## config.mk

```make
export PLATFORM = sky130hd
export DESIGN_NAME = regfield_access
export DESIGN_NICKNAME = d
export VERILOG_FILES = /design/src/rtl/regfield_pkg.sv /design/src/rtl/regfield_ctrl.sv /design/src/rtl/regfield_dp.sv /design/src/rtl/regfield_access.sv
export SDC_FILE = /design/constraint.sdc
export NUM_CORES = 1
export LEC_CHECK = 0
export ABC_CLOCK_PERIOD_IN_PS = 6900
export BUFFER_PORTS_ARGS = -buffer_cell sky130_fd_sc_hd__buf_2
export CAP_MARGIN = 20
export CORE_ASPECT_RATIO = 0.8
export CORE_MARGIN = 4
export CORE_UTILIZATION = 59
export CTS_BUF_LIST = sky130_fd_sc_hd__clkbuf_16
export CTS_CLUSTER_SIZE = 12
export DETAILED_ROUTE_END_ITERATION = 10
export PLACE_DENSITY_LB_ADDON = 0.2
export SLEW_MARGIN = 40
export SYNTH_ARGS = -nofsm -noshare
export SYNTH_HDL_FRONTEND = slang
export SYNTH_HIERARCHICAL = 1
export SYNTH_SLANG_ARGS = --single-unit
```

## constraint.sdc

```tcl
create_clock -name clk -period 6.9 [get_ports clk]
set_clock_uncertainty 0.05 [all_clocks]
set_input_delay 2.07 -clock clk [delete_from_list [all_inputs] [get_ports clk]]
set_output_delay 2.07 -clock clk [all_outputs]
set_load 0.01 [all_outputs]
```

## src/rtl/regfield_pkg.sv

```systemverilog
package regfield_pkg;
  localparam int WORD_W = 32;
  localparam int RD_MAX = 16;
  localparam int WR_MAX = 8;
  localparam int RD_CYCLES = 4;
  localparam int WR_CYCLES = 8;

  // Control-to-datapath strobes
  typedef struct packed {
    logic accept;
    logic rdStrobe;
    logic capStrobe;
    logic wrStrobe;
    logic finish;
  } strobe_t;
endpackage

```

## src/rtl/regfield_ctrl.sv

```systemverilog
module regfield_ctrl
  import regfield_pkg::*;
#(
  parameter int RdCycles = RD_CYCLES,
  parameter int WrCycles = WR_CYCLES
) (
  input  logic    clk,
  input  logic    rstN,
  input  logic    reqValid,
  input  logic    reqIsWrite,
  output strobe_t strobes,
  output logic    busy
);
  localparam int CNT_W = $clog2(WrCycles + 1);
  localparam logic [CNT_W-1:0] RD_LAST = CNT_W'(RdCycles);
  localparam logic [CNT_W-1:0] WR_LAST = CNT_W'(WrCycles);

  logic             active;
  logic             opWrite;
  logic [CNT_W-1:0] cnt;
  logic             lastCycle;

  assign lastCycle = active && (cnt == (opWrite ? WR_LAST : RD_LAST));

  always_ff @(posedge clk) begin
    if (!rstN) begin
      active  <= 1'b0;
      opWrite <= 1'b0;
      cnt     <= '0;
    end else if (!active) begin
      if (reqValid) begin
        active  <= 1'b1;
        opWrite <= reqIsWrite;
        cnt     <= CNT_W'(1);
      end
    end else if (lastCycle) begin
      active <= 1'b0;
      cnt    <= '0;
    end else begin
      cnt <= cnt + CNT_W'(1);
    end
  end

  always_comb begin
    strobes.accept    = reqValid && !active;
    strobes.rdStrobe  = active && (cnt == CNT_W'(1));
    strobes.capStrobe = active && (cnt == CNT_W'(2));
    strobes.wrStrobe  = active && opWrite && (cnt == CNT_W'(3));
    strobes.finish    = lastCycle;
  end

  assign busy = active;
endmodule

```

## src/rtl/regfield_dp.sv

```systemverilog
module regfield_dp
  import regfield_pkg::*;
#(
  parameter int AddrW = 10,
  parameter int WordW = WORD_W,
  parameter int RdMax = RD_MAX,
  parameter int WrMax = WR_MAX
) (
  input  logic              clk,
  input  logic              rstN,
  input  strobe_t           strobes,
  input  logic              reqIsWrite,
  input  logic [AddrW-1:0]  reqAddr,
  input  logic [$clog2(WordW)-1:0] reqHigh,
  input  logic [$clog2(WordW)-1:0] reqLow,
  input  logic [WrMax-1:0]  reqData,
  input  logic [WordW-1:0]  busRdata,
  output logic [AddrW-1:0]  busAddr,
  output logic [WordW-1:0]  busWdata,
  output logic [RdMax-1:0]  fieldValue,
  output logic              errFlag,
  output logic              isWrite
);
  localparam int IDX_W = $clog2(WordW);
  localparam int WID_W = IDX_W + 1;

  logic [WID_W-1:0] spanMax, rawWidth, nextWidth;
  logic             nextErr;

  // Width of the requested field, clamped to the limit for this op type
  always_comb begin
    spanMax   = reqIsWrite ? WID_W'(WrMax) : WID_W'(RdMax);
    rawWidth  = {1'b0, reqHigh} - {1'b0, reqLow} + WID_W'(1);
    nextErr   = (reqHigh < reqLow) || (rawWidth > spanMax);
    nextWidth = nextErr ? spanMax : rawWidth;
  end

  logic [AddrW-1:0] addrQ;
  logic [IDX_W-1:0] lowQ;
  logic [WID_W-1:0] widthQ;
  logic [WrMax-1:0] dataQ;
  logic [WordW-1:0] oldQ;
  logic             errQ, isWrQ;

  always_ff @(posedge clk) begin
    if (!rstN) begin
      addrQ  <= '0;
      lowQ   <= '0;
      widthQ <= '0;
      dataQ  <= '0;
      errQ   <= 1'b0;
      isWrQ  <= 1'b0;
      oldQ   <= '0;
    end else begin
      if (strobes.accept) begin
        addrQ  <= reqAddr;
        lowQ   <= reqLow;
        widthQ <= nextWidth;
        dataQ  <= reqData;
        errQ   <= nextErr;
        isWrQ  <= reqIsWrite;
      end
      if (strobes.capStrobe) oldQ <= busRdata;
    end
  end

  logic [WordW-1:0] widthMask, fieldMask, insertBits;

  always_comb begin
    widthMask  = (WordW'(1) << widthQ) - WordW'(1);
    fieldMask  = widthMask << lowQ;
    insertBits = (WordW'(dataQ) << lowQ) & fieldMask;
    busWdata   = (oldQ & ~fieldMask) | insertBits;
    fieldValue = RdMax'((oldQ >> lowQ) & widthMask);
  end

  assign busAddr = addrQ;
  assign errFlag = errQ;
  assign isWrite = isWrQ;
endmodule

```

## src/rtl/regfield_access.sv

```systemverilog
module regfield_access
  import regfield_pkg::*;
#(
  parameter int AddrW = 10
) (
  input  logic             clk,
  input  logic             rstN,
  input  logic             reqValid,
  input  logic             reqIsWrite,
  input  logic [AddrW-1:0] reqAddr,
  input  logic [4:0]       reqHigh,
  input  logic [4:0]       reqLow,
  input  logic [7:0]       reqData,
  output logic             busy,
  output logic             done,
  output logic             r0WriteEn,
  output logic [15:0]      rdResult,
  output logic             fieldErr,
  output logic [AddrW-1:0] busAddr,
  output logic             busRdEn,
  output logic             busWrEn,
  output logic [31:0]      busWdata,
  input  logic [31:0]      busRdata
);
  strobe_t     strobes;
  logic [15:0] fieldValue;
  logic        errFlag;
  logic        isWrite;

  regfield_ctrl #(.RdCycles(RD_CYCLES), .WrCycles(WR_CYCLES)) i_ctrl (
    .clk(clk), .rstN(rstN), .reqValid(reqValid), .reqIsWrite(reqIsWrite),
    .strobes(strobes), .busy(busy)
  );

  regfield_dp #(.AddrW(AddrW), .WordW(32), .RdMax(16), .WrMax(8)) i_dp (
    .clk(clk), .rstN(rstN), .strobes(strobes), .reqIsWrite(reqIsWrite),
    .reqAddr(reqAddr), .reqHigh(reqHigh), .reqLow(reqLow), .reqData(reqData),
    .busRdata(busRdata), .busAddr(busAddr), .busWdata(busWdata),
    .fieldValue(fieldValue), .errFlag(errFlag), .isWrite(isWrite)
  );

  assign busRdEn   = strobes.rdStrobe;
  assign busWrEn   = strobes.wrStrobe;
  assign done      = strobes.finish;
  assign r0WriteEn = strobes.finish && !isWrite;
  assign rdResult  = r0WriteEn ? fieldValue : '0;
  assign fieldErr  = strobes.finish && errFlag;
endmodule

```

======== Yosys cells after proc, flatten, opt, wreduce, memory -nomap -nowiden ========
Cells that the tools add are included.
operators by class
  equality and inequality tests ........... 4
  $lt $le $gt $ge ......................... 2
  $add $sub $neg .......................... 4
  div/mod/pow operators ................... 0
  reductions and logical operators ........ 13
  shifts and indexed selects .............. 4
  multipliers ............................. 0
  muxes and demuxes ....................... 10
  bitwise gates (word level) .............. 6
operators by type and width
  operator                                             count
  AND 32 bit                                           2
  NOT 32 bit                                           1
  bitwise OR 32 bit                                    1
  left shift 1 x 6 -> 32 bit (first input constant)    1
  left shift 32 x 5 -> 32 bit                          1
  left shift 8 x 5 -> 32 bit                           1
  >> shifter 32 x 5 -> 16 bit                          1
  subtractor 32 x 2 -> 32 bit (second input constant)  1
  AND 16 bit                                           1
  2-to-1 mux 16 bit                                    1
  2-to-1 mux 4 bit                                     4
  == test 4 x 2 -> 1 bit (second input constant)       2
  logical AND 1 bit                                    8
  adder 6 x 1 -> 6 bit (second input constant)         1
  > comparator 6 bit                                   1
  2-to-1 mux 6 bit                                     1
  subtractor 5 x 5 -> 6 bit                            1
  less-than comparator 5 bit                           1
  2-to-1 mux 5 bit                                     1
  adder 4 x 1 -> 4 bit (second input constant)         1
  == test 4 x 1 -> 1 bit (second input constant)       1
  == test 4 bit                                        1
  2-to-1 mux 1 bit                                     3
  logical NOT 1 bit                                    2
  4 further kinds                                      4
word-level totals
  logic and storage cells ................. 53
  RAM bits ................................ 0
  register bits after elaboration ......... 69
  ROM bits ................................ 0
  memories kept ........................... 0
  bits in latches ......................... 0

======== Depth between registers and ports, before layout ========
  depth in word-level cells ............... 6
  depth in mapped cells ................... 16
  gate-level depth less buffers ........... 14

======== Modules after synthesis ========
The synthesis kept the hierarchy.
modules (own cells, without submodules)
  module           cells an instance  sequential area each (µm²)  instances  area each (µm²)
  regfield_dp      1,035              1,261.2                     1          7,767.4
  regfield_ctrl    45                 120.1                       1          402.9
  regfield_access  20                 0.0                         1          181.4

======== Least setup slack after synthesis ========
OpenSTA, ideal clock, no wires.
  path kind ............................... reg-to-output
  start point ............................. register i_dp.widthQ[2]
  end point ............................... output busWdata[13]
  path buffers ............................ 5
  stages on the path, launching flop included .. 15
  arrival time ............................ 3.698 ns
  slack ................................... 1.082 ns
  cells stage by stage .................... dfxtp_1 > clkbuf_1 > buf_2 > clkbuf_1 > nor4_1 > nand3_1 > ha_1 > clkbuf_1 > clkbuf_1 > o211ai_2 > xor2_2 > a221o_1 > mux4_2 > nor2_1 > mux2_1
between the ends
  cells in the longest elaborated chain, start to end .. 6
  elaborated cells between the ends (all ways) .. 7
  classes of those cells .................. add/sub (1); shift (2); bitwise (4)
ends and longest elaborated chain
  element                        RTL line               source
  from (decl)                    regfield_dp.sv:40      logic [WID_W-1:0] widthQ;
  from (signal assigned)         regfield_dp.sv:58      widthQ <= nextWidth;
  left shift 1 x 6 -> 32 bit *   regfield_dp.sv:70      widthMask = (WordW'(1) << widthQ) - WordW'(1);
  subtractor 32 x 2 -> 32 bit *  regfield_dp.sv:70
  left shift 32 x 5 -> 32 bit *  regfield_dp.sv:71      fieldMask = widthMask << lowQ;
  NOT 32 bit                     regfield_dp.sv:73      busWdata = (oldQ & ~fieldMask) | insertBits;
  AND 32 bit                     regfield_dp.sv:73
  bitwise OR 32 bit *            regfield_dp.sv:73
  to (decl)                      regfield_access.sv:22  output logic [31:0] busWdata,
Mark *: on every way between the ends. The rest lies on a longest branch, timed or not.

======== Worst setup path in the final report ========
  start point ............................. register i_dp.widthQ[5]
  end point ............................... output busWdata[29]
The elaborated chain is that of the path after synthesis.

==> results.yml <==
clock_network:
  post-cts-setup-buffer-count: 0
  cts_hold_buffers: 0
  clockRootBuffer: "clkbuf_16"
  clock_sinks: 69
  cts_buffer_depth: 2
  cts_made_buffers: 9
  cts_htree_levels: 3
  clk_pin_slew_worst_paths_ps: 60
  cts-resized-gates: 0
  insertion_delay_ps: 330
  cts_tree: "built"
grt:
  grt_max_degree: 50
  grt_pass1_wl_mm: 48.4
  grt_pass1_vias: 8524
  overflow: 0
  antenna_found_initial: 0
  grt_usage_pct: 37.7
sta:
  fin_crit_sh_pct: 97.4
  finalMaxSlewViolations: 0
  final-setup-viol-count: 0
  fmax_mhz: 149
  worstMarginPinSlew_ps: 898
  rsz0062_at_grt: "no"
  finalCriticalPeriod_ps: 6720
  max_slew_margin_pct: 39.5
  fin_tns_setup_ps: 0
  hold_viol: 0
  holdWs_ps: 448
logic_synthesis:
  synth_edf_count: 0
  yosysSeqAreaShare_pct: 16.5
  async_flop_share_pct: 0
  syn_inst: 1100
  synth_fp_nets: 1184
  yosysWarnings: 6
  synth_ff_type: "dfxtp_1"
  ys_seq_elements: 69
  synth_cell_types: 91
  syn_avg_cell_area_um2: 7.59
  syn-cell-area_mm2: 0.00835
critical_path:
  path_class: "flop to output port"
  critPathMaxFanout: 16
  critPathRequiredTime_ps: 4780
  start_kind: "flop"
  crit_arrival_ps: 4600
  cp-end-kind: "output port"
detailed_routing:
  wl_mm: 31.0
  ant_nets: 0
  drtIter0Drc: 1602
  dr.pass1.iters: 5
  wire_per_inst_um: 23.1
  drc_errors: 0
  via_per_inst: 6.87
  via_count: 9222
pwr:
  p_clk_share_pct: 30.0
  swShare_pct: 39.1
  p_switching_mw: 0.597
  power_leakage_nw: 3.84
  combPwrFrac_pct: 40.8
  pwr-share-seq_pct: 29.2
  vdd_ir_drop_max_mv: 0.204
  p_per_area_mw_per_mm2: 164
  intPower_mw: 0.930
die:
  start_util_pct: 61.0
  dieArea_mm2: 0.0161
  ios: 128
  die_width_um: 141
  die_h_um: 114
  row_count: 38
  core_mm2: 0.0137
cells_and_area:
  final_nets: 1241
  fillers: 1190
  antenna_cells: 0
  area_growth_pct: 11.2
  post-route-cell-area_mm2: 0.00929
  drive_gt1_share_pct: 22.6
placed_design:
  gp_congestion: 1.03
  dpl-instance-area_mm2: 0.00899
  dp_hpwl_mm: 22.7
  numPortBuffers: 127
run:
  cap_violations: 0
worst_hold_path:
  hold_path_class: "flop to flop"
run_status:
  outcome: "finished, final reports clean"
## layer usage
metal	vias up	GRT usage (%)	share of wire, %
li1	4170	-	-
met1	4257	54.2	41
met2	702	54.1	41
met3	93	12.3	15
met4	0	10.7	2.9
met5	-	0	0
## final timing paths
check	endpoint	startpoint	cells after the start	slack, ps
hold / removal	i_dp/busAddr[5]	i_dp/busAddr[5]	2	450
setup / recovery	busWdata[29]	i_dp/widthQ[5]	13	180
hold reg to reg	i_dp/busAddr[5]	i_dp/busAddr[5]	2	450
setup reg to reg	i_dp/oldQ[21]	i_ctrl/busy	4	4710
## flip-flops by register name, indices dropped and copies added, names as in the netlist
signal and count:
i_ctrl/busy 1, i_ctrl/cnt 4, i_ctrl/opWrite 1, i_dp/busAddr 10
i_dp/dataQ 8, i_dp/errFlag 1, i_dp/isWrite 1, i_dp/lowQ 5
i_dp/oldQ 32, i_dp/widthQ 6
## cell usage in the layout, fill, tap and decap left out, drive strengths merged, types with 5 or more instances in the layout
master and n:
ha 18, nor3 20, nor2b 28, or2 6
dfxtp 69, nand2b 6, nand2 126, or3 6
o31ai 11, a31oi 13, inv 32, a211oi 35
o32ai 6, or4b 7, a221oi 6, mux4 28
buf 147, mux2i 107, nor4 5, a221o 6
o31a 5, a211o 5, o211ai 7, mux2 29
nor2 140, nand3 22, a22oi 5, and2 18
and3 10, a21oi 60, o22ai 20, o21ai 41
clkbuf 9, and3b 16, o32a 7
## kinds of logic after synthesis
kind of cell | synth area share (%)
mux | 24.3
simple gates | 25.4
fa+ha+maj | 3.18
compound gates | 23.1
buf+inv | 6.53
flops | 16.5
xor+xnor | 0.929
## critical path: stages, from the launching register on
cell	delay, ps
dfxtp_1	310
or4_4	570
nor2_1	330
inv_1	130
ha_1	430
inv_1	190
a21oi_2	80
xnor2_1	590
mux2i_1	170
o21ai_0	470
mux4_2	370
mux2i_1	330
o22ai_1	150
buf_2	160
## synth_stat cells, types with 5 or more instances
cell type | count | area [um2]
a211o_1 | 5 | 43.8
a211oi_1 | 35 | 263
a21oi_1 | 59 | 295
a221o_1 | 6 | 60.1
a221oi_1 | 6 | 52.6
a31oi_1 | 13 | 81.3
and2_1 | 17 | 106
and3_1 | 10 | 62.6
and3b_1 | 9 | 78.8
and3b_2 | 7 | 70.1
buf_1 | 14 | 52.6
buf_2 | 10 | 50.1
clkbuf_1 | 71 | 267
dfxtp_1 | 69 | 1380
ha_1 | 18 | 225
inv_1 | 29 | 109
mux2_2 | 25 | 282
mux2i_1 | 107 | 1070
mux4_2 | 28 | 631
nand2_1 | 125 | 469
nand2b_1 | 6 | 37.5
nand3_1 | 22 | 110
nor2_1 | 139 | 522
nor2b_1 | 28 | 175
nor3_1 | 19 | 95.1
nor4_1 | 5 | 31.3
o211ai_1 | 6 | 45.0
o21ai_0 | 39 | 195
o22ai_1 | 20 | 125
o31a_1 | 5 | 43.8
o31ai_1 | 9 | 67.6
o32a_1 | 6 | 60.1
or2_2 | 5 | 31.3
or3_1 | 6 | 37.5
or4b_1 | 5 | 50.1
## final cells by class
| type | count | area [um2] | area share (%) |
|---|---|---|---|
| well taps | 180 | 225 | 2.43 |
| inverters | 32 | 120 | 1.29 |
| repair buffers | 147 | 811 | 8.73 |
| multi-input cells | 898 | 6440 | 69.4 |
| clock inverters | 7 | 72.6 | 0.782 |
| clock buffers | 9 | 225 | 2.43 |
| flip-flops and latches | 69 | 1390 | 15.0 |
## power groups by stage
stage,Sequential [mW],Clock [mW],Combinational [mW]
after detailed placement,0.453,0,0.594
after CTS,0.445,0.464,0.599
after global placement,0.460,0,0.580
after global routing,0.449,0.486,0.662
final,0.446,0.458,0.623
after floorplan,0.433,0,0.446
## through the flow
stage	power, mW	util (%)	instances	setup slack, ps
after floorplan	0.878	-	1100	1080
after global placement	1.04	65.3	1324	792
after detailed placement	1.05	65.6	1326	699
after CTS	1.51	67.8	1342	338
after global routing	1.60	67.8	1342	65.1
final	1.53	67.8	1342	183
Power figures use the tool's default switching activity.
